==> config.mk <==
export PLATFORM = sky130hd
export DESIGN_NAME = fwh_lpc_target
export DESIGN_NICKNAME = d
export VERILOG_FILES = /design/src/rtl/fwh_pkg.sv /design/src/rtl/fwh_nibble_collect.sv /design/src/rtl/fwh_phase_count.sv /design/src/rtl/fwh_lpc_target.sv
export SDC_FILE = /design/constraint.sdc
export NUM_CORES = 1
export LEC_CHECK = 0
export CORE_ASPECT_RATIO = 0.7
export CORE_MARGIN = 3
export CORE_UTILIZATION = 52
export CTS_BUF_LIST = sky130_fd_sc_hd__clkbuf_4 sky130_fd_sc_hd__clkbuf_8
export DETAILED_ROUTE_END_ITERATION = 8
export PLACE_DENSITY_LB_ADDON = 0.05
export SLEW_MARGIN = 25
export SYNTH_ARGS = -nofsm -noshare
export SYNTH_HDL_FRONTEND = slang
export SYNTH_HIERARCHICAL = 1
export SYNTH_SLANG_ARGS = --single-unit
==> constraint.sdc <==
create_clock -name clk -period 2.3 [get_ports clk]
set_input_delay 0.23 -clock clk [delete_from_list [all_inputs] [get_ports clk]]
set_output_delay 0.23 -clock clk [all_outputs]
set_load 0.01 [all_outputs]
==> src/rtl/fwh_pkg.sv <==
package fwh_pkg;

    typedef enum logic [3:0] {
        S_IDLE,
        S_IDSEL,
        S_ADDR,
        S_SIZE,
        S_WDLO,
        S_WDHI,
        S_TAR1,
        S_TAR2,
        S_SYNC,
        S_RDLO,
        S_RDHI,
        S_RTAR1,
        S_RTAR2
    } fwh_state_e;

    localparam logic [3:0] CODE_READ  = 4'b1101;
    localparam logic [3:0] CODE_WRITE = 4'b1110;
    localparam logic [3:0] CODE_WAIT  = 4'b0101;
    localparam logic [3:0] CODE_READY = 4'b0000;
    localparam logic [3:0] CODE_TURN  = 4'b1111;
    localparam logic [3:0] CODE_BYTE  = 4'b0000;

endpackage

==> src/rtl/fwh_nibble_collect.sv <==
module fwh_nibble_collect #(
    parameter int NIBBLES   = 7,
    parameter bit MSB_FIRST = 1'b1
) (
    input  logic                   clk,
    input  logic                   rst_n,
    input  logic                   shift,
    input  logic [3:0]             nib,
    output logic [4*NIBBLES-1:0]   value
);
    localparam int W = 4 * NIBBLES;

    generate
        if (MSB_FIRST) begin : g_msb
            always_ff @(posedge clk or negedge rst_n) begin
                if (!rst_n)
                    value <= '0;
                else if (shift)
                    value <= {value[W-5:0], nib};
            end
        end else begin : g_lsb
            always_ff @(posedge clk or negedge rst_n) begin
                if (!rst_n)
                    value <= '0;
                else if (shift)
                    value <= {nib, value[W-1:4]};
            end
        end
    endgenerate

endmodule

==> src/rtl/fwh_phase_count.sv <==
module fwh_phase_count #(
    parameter int W = 3
) (
    input  logic         clk,
    input  logic         rst_n,
    input  logic         clear,
    output logic [W-1:0] count
);
    always_ff @(posedge clk or negedge rst_n) begin
        if (!rst_n)
            count <= '0;
        else if (clear)
            count <= '0;
        else if (count != {W{1'b1}})
            count <= count + 1'b1;
    end

endmodule

==> src/rtl/fwh_lpc_target.sv <==
module fwh_lpc_target
    import fwh_pkg::*;
#(
    parameter int ADDR_NIBBLES = 7,
    parameter int MIN_WAIT     = 2
) (
    input  logic                      clk,
    input  logic                      rst_n,
    input  logic                      frame_n,
    input  logic [3:0]                lad_in,
    output logic [3:0]                lad_out,
    output logic                      lad_oe,
    input  logic [3:0]                id_strap,
    output logic                      mem_req,
    output logic                      mem_we,
    output logic [4*ADDR_NIBBLES-1:0] mem_addr,
    output logic [7:0]                mem_wdata,
    input  logic [7:0]                mem_rdata,
    input  logic                      mem_ready
);
    localparam int CNT_MAX = (ADDR_NIBBLES > MIN_WAIT) ? ADDR_NIBBLES : MIN_WAIT;
    localparam int CNT_W   = $clog2(CNT_MAX + 1);
    localparam logic [CNT_W-1:0] ADDR_LAST = CNT_W'(ADDR_NIBBLES - 1);
    localparam logic [CNT_W-1:0] WAIT_MIN  = CNT_W'(MIN_WAIT);

    fwh_state_e       state, nxt;
    logic             is_wr;
    logic             done;
    logic [7:0]       rd_byte;
    logic [CNT_W-1:0] cnt;
    logic             start_ok;
    logic             sync_go;
    logic             xfer;

    assign start_ok = !frame_n && (lad_in == CODE_READ || lad_in == CODE_WRITE);
    assign sync_go  = done && (is_wr || cnt >= WAIT_MIN);
    assign xfer     = mem_req && mem_ready;

    fwh_phase_count #(.W(CNT_W)) u_cnt (
        .clk   (clk),
        .rst_n (rst_n),
        .clear (nxt != state),
        .count (cnt)
    );

    fwh_nibble_collect #(.NIBBLES(ADDR_NIBBLES), .MSB_FIRST(1'b1)) u_addr (
        .clk   (clk),
        .rst_n (rst_n),
        .shift (frame_n && state == S_ADDR),
        .nib   (lad_in),
        .value (mem_addr)
    );

    fwh_nibble_collect #(.NIBBLES(2), .MSB_FIRST(1'b0)) u_wdata (
        .clk   (clk),
        .rst_n (rst_n),
        .shift (frame_n && (state == S_WDLO || state == S_WDHI)),
        .nib   (lad_in),
        .value (mem_wdata)
    );

    always_comb begin
        nxt = state;
        if (!frame_n) begin
            nxt = start_ok ? S_IDSEL : S_IDLE;
        end else begin
            unique case (state)
                S_IDLE:  nxt = S_IDLE;
                S_IDSEL: nxt = (lad_in == id_strap) ? S_ADDR : S_IDLE;
                S_ADDR:  if (cnt == ADDR_LAST) nxt = S_SIZE;
                S_SIZE:  nxt = (lad_in != CODE_BYTE) ? S_IDLE : (is_wr ? S_WDLO : S_TAR1);
                S_WDLO:  nxt = S_WDHI;
                S_WDHI:  nxt = S_TAR1;
                S_TAR1:  nxt = S_TAR2;
                S_TAR2:  nxt = S_SYNC;
                S_SYNC:  if (sync_go) nxt = is_wr ? S_RTAR1 : S_RDLO;
                S_RDLO:  nxt = S_RDHI;
                S_RDHI:  nxt = S_RTAR1;
                S_RTAR1: nxt = S_RTAR2;
                S_RTAR2: nxt = S_IDLE;
                default: nxt = S_IDLE;
            endcase
        end
    end

    always_ff @(posedge clk or negedge rst_n) begin
        if (!rst_n) begin
            state   <= S_IDLE;
            is_wr   <= 1'b0;
            done    <= 1'b0;
            rd_byte <= '0;
        end else begin
            state <= nxt;
            if (start_ok) begin
                is_wr <= (lad_in == CODE_WRITE);
                done  <= 1'b0;
            end else if (xfer) begin
                done <= 1'b1;
            end
            if (xfer && !is_wr)
                rd_byte <= mem_rdata;
        end
    end

    always_comb begin
        lad_oe  = 1'b0;
        lad_out = CODE_TURN;
        mem_req = !done && (state == S_TAR1 || state == S_TAR2 || state == S_SYNC);
        mem_we  = is_wr;
        unique case (state)
            S_SYNC: begin
                lad_oe  = 1'b1;
                lad_out = sync_go ? CODE_READY : CODE_WAIT;
            end
            S_RDLO: begin
                lad_oe  = 1'b1;
                lad_out = rd_byte[3:0];
            end
            S_RDHI: begin
                lad_oe  = 1'b1;
                lad_out = rd_byte[7:4];
            end
            S_RTAR1: begin
                lad_oe  = 1'b1;
                lad_out = CODE_TURN;
            end
            default: begin
                lad_oe  = 1'b0;
                lad_out = CODE_TURN;
            end
        endcase
    end

    // a strobe clock releases the bus and the request on the next clock
    p_abort_release_r10: assert property (@(posedge clk) disable iff (!rst_n)
        !frame_n |=> (!lad_oe && !mem_req));

    // an unanswered request is held with a steady address and direction
    p_req_hold_r11: assert property (@(posedge clk) disable iff (!rst_n)
        (mem_req && !mem_ready && frame_n) |=> (mem_req && $stable(mem_addr) && $stable(mem_we)));

    // the clock after the size nibble is never driven by the target
    p_turn_float_r6: assert property (@(posedge clk) disable iff (!rst_n)
        (state == S_SIZE && frame_n) |=> !lad_oe);

    // a ready-sync is followed by a driven clock (data or final turnaround)
    p_ready_then_drive_r7: assert property (@(posedge clk) disable iff (!rst_n)
        (state == S_SYNC && lad_out == CODE_READY && frame_n) |=> (lad_oe && !mem_req));

    // after the driven turnaround the bus is floated with no request
    p_tar_release_r8: assert property (@(posedge clk) disable iff (!rst_n)
        (state == S_RTAR1 && frame_n) |=> (!lad_oe && !mem_req));

endmodule

; ---- Word-level counts from Yosys, hierarchy flattened
; Cells that the tools add are included.
[word_totals]
in_bits = 20
word_cells = 61
ff_bits = 53
output_inout_bits = 43
[classes]
addsub = 1
magnitude_cmp = 1
eq_ne = 17
n_reduce_logical = 19
muxes = 16
[ops]
columns = op, n
row1 = one-hot mux 4 bit (11 select lines), 1
row2 = equality test 4 bit (second input constant), 6
row3 = equality test 4 x 3 -> 1 bit (second input constant), 4
row4 = 2-to-1 mux 3 bit, 4
row5 = 2-to-1 mux 4 bit, 3
row6 = one-hot mux 4 bit (3 select lines), 1
row7 = equality test 4 x 2 -> 1 bit (second input constant), 2
row8 = logical AND 1 bit, 7
row9 = 2-to-1 mux 2 bit, 3
row10 = logical OR 1 bit, 5
row11 = equality test 4 x 1 -> 1 bit (second input constant), 1
row12 = equality test 4 bit, 1
row13 = 2-to-1 mux 1 bit, 4
row14 = != test 4 bit, 1
row15 = nonzero test 2 bit, 2
row16 = nonzero test 4 bit, 1
row17 = OR reduction 4 bit, 1
row18 = adder 3 x 1 -> 3 bit (second input constant), 1
row19 = equality test 3 bit (second input constant), 1
row20 = greater-or-equal comparator 3 x 2 -> 1 bit (second input constant), 1
row21 = zero test 1 bit, 3
row22 = != test 3 bit (second input constant), 1

; ---- Longest topological paths before layout
[depth]
depth_word = 8
mapped_depth = 9
ltp_nobuf = 8

; ---- Modules after synthesis
; Netlist, hierarchy kept.
[modules_own_cells]
columns = module, area_each_um2, cells_per_inst, n_inst, seq_area_each_um2
row1 = fwh_nibble_collect at u_addr, 1142.3, 59, 1, 700.7
row2 = fwh_lpc_target, 1078.5, 111, 1, 350.3
row3 = fwh_nibble_collect at u_wdata, 331.6, 17, 1, 200.2
row4 = fwh_phase_count, 140.1, 11, 1, 75.1

; ---- Least setup slack after synthesis
; Ideal clock, no wire load.
[synth_path]
path_kind = reg2reg
from = register state[2]
to = register rd_byte[0]
period_less_slack_ps = 2094
arrival_time_ps = 1969
path_stages_with_launch = 8
slack_ps = 206
setup_ps = 125
n_path_buf = 0
path_cell_list = dfrtp_1 inv_1 ha_1 or3b_1 a21oi_2 nand2_2 nor2_8 mux2_4
[synth_via]
elab_chain_len = 6
word_cells_on_any_way = 8
[synth_lines]
columns = element, line_no
row1 = start: declaration, fwh_lpc_target.sv:26  ; fwh_state_e state, nxt;
row2 = start signal: assignment, fwh_lpc_target.sv:93  ; state <= nxt;
row3 = equality test 4 x 3 -> 1 bit, fwh_lpc_target.sv:108  ; mem_req = !done && (state == S_TAR1 || state == S_TAR2 || state == S_SYNC);
row4 = logical OR 1 bit, fwh_lpc_target.sv:108
row5 = logical OR 1 bit *, fwh_lpc_target.sv:108
row6 = logical AND 1 bit *, fwh_lpc_target.sv:108
row7 = named net mem_req, fwh_lpc_target.sv:14  ; output logic mem_req,
row8 = logical AND 1 bit *, fwh_lpc_target.sv:37  ; assign xfer = mem_req && mem_ready;
row9 = logical AND 1 bit *, fwh_lpc_target.sv:100  ; if (xfer && !is_wr)
row10 = end signal: assignment, fwh_lpc_target.sv:101  ; rd_byte <= mem_rdata;
row11 = end: declaration, fwh_lpc_target.sv:29  ; logic [7:0] rd_byte;
; Mark *: on every way through the listed nets, which the timed path passes. The rest lies on a longest branch.
; A chain may end at the register's enable or synchronous reset.

; ---- Final worst setup path
[layout_path]
from = register state[2]
to = output mem_req
[layout_via]
elab_chain_len = 4
word_cells_on_any_way = 6
[layout_lines]
columns = element, line_no
row1 = equality test 4 x 3 -> 1 bit, fwh_lpc_target.sv:108
row2 = logical OR 1 bit, fwh_lpc_target.sv:108
row3 = logical OR 1 bit *, fwh_lpc_target.sv:108
row4 = logical AND 1 bit *, fwh_lpc_target.sv:108
row5 = end: declaration, fwh_lpc_target.sv:14
; Mark *: on every way between the ends. The rest lies on a longest branch, timed or not.

==> flow_metrics.tcl <==
set metrics [dict create \
    synth_cells 198 \
    drc 0 \
    crit_type "flop to output pin" \
    use_met2_pct 28.09 \
    synth_fa_ha_area_share_pct 2.788 \
    rows 21 \
    synth_top_family_by_area "multiplexers" \
    cp_max_fo 7 \
    cell_internal_pwr_uw 1315 \
    die_h_um 66.21 \
    dp_hpwl_mm 4.017 \
    p_total_uw 1765 \
    p_sw_uw 450.5 \
    fmax_ghz 0.4588 \
    core-area_um2 4887 \
    wirelength_mm 5.470 \
    met1_usage_pct 29.38 \
    powerDensity_nw_per_um2 499.5 \
    drive_gt1_share_pct 29.74 \
    ant_nets 0 \
    synth-main-ff-cell "dfrtp_1" \
    skew_ns 0.008430 \
    synth-seq-cells 53 \
    hold_viol 0 \
    fp.dieW_um 92.01 \
    tritoncts "done" \
    synth-simple-area-share_pct 8.690 \
    p_clk_share_pct 31.0 \
    met3_usage_pct 4.664 \
    synth-compound-area-share_pct 8.504 \
    cp.required_ns 2.07 \
    tns_ns 0 \
    post_drt_wl_per_cell_um 16.18 \
    status "completed" \
    ys_seq_area_share_pct 49.26 \
    nNetsFinal 294 \
    cap_viol_max_count 0 \
    maxSlewHeadroom_pct 51.40 \
    cts.clk_slew.worst_paths_ns 0.09 \
    tightest_slew_ns 0.7290 \
    drt_iter0_markers 90 \
    clk_path_buf_depth 2 \
    critPathLaunchType "flop" \
    route.vias.total 1814 \
    nFillCells 363 \
    via_per_inst 5.367 \
    grt_usage_pct 19.44 \
    clock-sinks 53 \
    cts_buffers 5 \
    h-tree-depth 2 \
    slew_violations 0 \
    peakVddDrop_uv 536.5 \
    area_delta_synth_final_pct 31.23 \
    top_usage_layer "met1" \
    synth_area_um2 2693 \
    die_area_um2 6091 \
    antenna_cells 0 \
    grt_pass1_wl_mm 9.232 \
    r2r-start "state[2]" \
    yosys_warnings 6 \
    gp_congestion 0.8426 \
    cts-root-buf "clkbuf_8" \
    synth_edf_count 0 \
    rr_worst_depth 7 \
    end_kind "output pin" \
    synth.distinct_cells 45 \
    period_share_pct 94.76 \
    setup_viol 0 \
    syn_avg_cell_area_um2 13.60 \
    postCtsSetupRepairBufs 0 \
    power_frac_comb_pct 11.4 \
    clk_latency_ns 0.30 \
    rrSetupSlack_ns 0.19 \
    io-pin-count 63 \
    io_buffers 62 \
    p_leak_uw 0.001536 \
    synth_mux_area_share_pct 25.00 \
    fin_crit_ns 2.179 \
    grt_pass1_vias 1772 \
    p_seq_share_pct 57.6 \
    p_sw_share_pct 25.52 \
    syn_nets 224 \
    grt_start_max_net_pins 34 \
    hp-class "input port to async pin" \
    reg2reg_to "rd_byte[5]" \
    overflow 0 \
    antenna_found_initial 0 \
    worstPathArrival_ns 1.95 \
    initial_core_util_pct 55.09 \
    rsz0062_at_grt "false" \
    synth_xor_xnor_area_share_pct 1.952 \
    dr.pass1.iters 4 \
    synth-async-reset-ratio_pct 100.0 \
]
cell usage after synthesis, drive strengths merged, types with 3 or more instances:
cell / n / share of area, %
dfrtp: 53 / 49
mux2: 46 / 24
nor2: 12 / 2.3
nand2: 10 / 1.5
o21ai: 9 / 2.1
buf: 7 / 3.1
a21oi: 6 / 1.3
ha: 6 / 2.8
xnor2: 5 / 1.6
a31oi: 3 / 0.70
inv: 3 / 0.42
nor3: 3 / 0.56
o21a: 3 / 0.84
worst max-delay path: stages (launching register included):
cell and delay, ns:
dfrtp_2 0.45, inv_1 0.12, ha_2 0.23, or3b_1 0.37, a21oi_2 0.19, dlygate4sd2_1 0.29
cell usage in the layout, fill, tap and decap left out, types with 5 or more instances in the layout:
cell             Yosys  routed
buf_4                0       8
mux2_4              36      36
nor2_1              11      11
nand2_1              9       9
clkdlybuf4s50_1      0      60
xnor2_1              5       5
o21ai_0              7       7
mux2_2              10      10
dfrtp_1             53      49
a21oi_1              5       5
clkbuf_8             0       6
how the worst max path moves through the flow:
| stage | cells after the start | startpoint | end |
|---|---|---|---|
| after global routing | 4 | state[1] | lad_out[1] |
| after detailed placement | 8 | state[2] | u_cnt/count[2] |
| after global placement | 8 | state[2] | u_cnt/count[1] |
| final | 5 | state[2] | mem_req |
| after floorplan | 7 | state[2] | rd_byte[0] |
| after CTS | 8 | state[3] | u_cnt/count[2] |
flip-flops by register name, indices dropped and copies added (netlist names):
signal,count
u_addr/value,28
rd_byte,8
u_wdata/value,8
state,4
u_cnt/count,3
done,1
mem_we,1
per-stage QoR:
stage	hold slack, ns	instances	cell area [µm²]	util [%]	worst slack (ns)
after CTS	0.5170	338	3502	71.66	0.02807
after detailed placement	0.3408	329	3388	69.33	0.02124
after global routing	0.5228	338	3533	72.30	0.005250
after floorplan	-0.06559	198	2693	-	0.2058
after global placement	0.3371	329	3388	69.33	0.1470
final	0.5100	338	3533	72.30	0.1205
cells by family after synthesis:
group	Yosys count
DFF	53
muxes	48
and+or+nand+nor	41
AOI/OAI and AO/OA	32
buffers and inverters	12
xor gates and xnor gates	6
adders and majority gates	6
timing repair:
action	CTS	global route
endpoints found under the hold margin	1	0
resized for setup	4	7
hold buffers	1	0
endpoints found under the setup margin	3	7
per-layer routing:
layer  wire [µm]  part of all wire, %  vias to the layer above
li1            -                    -                      857
met1        2756                   50                      905
met2        2361                   43                       47
met3         311                  5.7                        5
met4          40                 0.73                        0
met5           0                    0                        -
power by group through the flow:
stage | registers [µW] | clock network (µW) | logic, µW
2_1_floorplan | 1010 | 0 | 107
3_3_place_gp | 1030 | 0 | 196
3_5_place_dp | 1030 | 0 | 202
4_1_cts | 1010 | 561 | 203
5_1_grt | 1020 | 606 | 232
6_report | 1020 | 547 | 201
layout make-up:
cell class,instances,area (µm²),share of cell area [%]
clock buffer,6,82.58,2.337
sequential,53,1331,37.68
inverter,3,11.26,0.3187
timing repair buffer,72,704.4,19.94
clock inverter,2,13.76,0.3895
multi-input combinational,133,1304,36.90
tap,69,86.33,2.443
No activity file was read; power rests on OpenSTA's default activity.
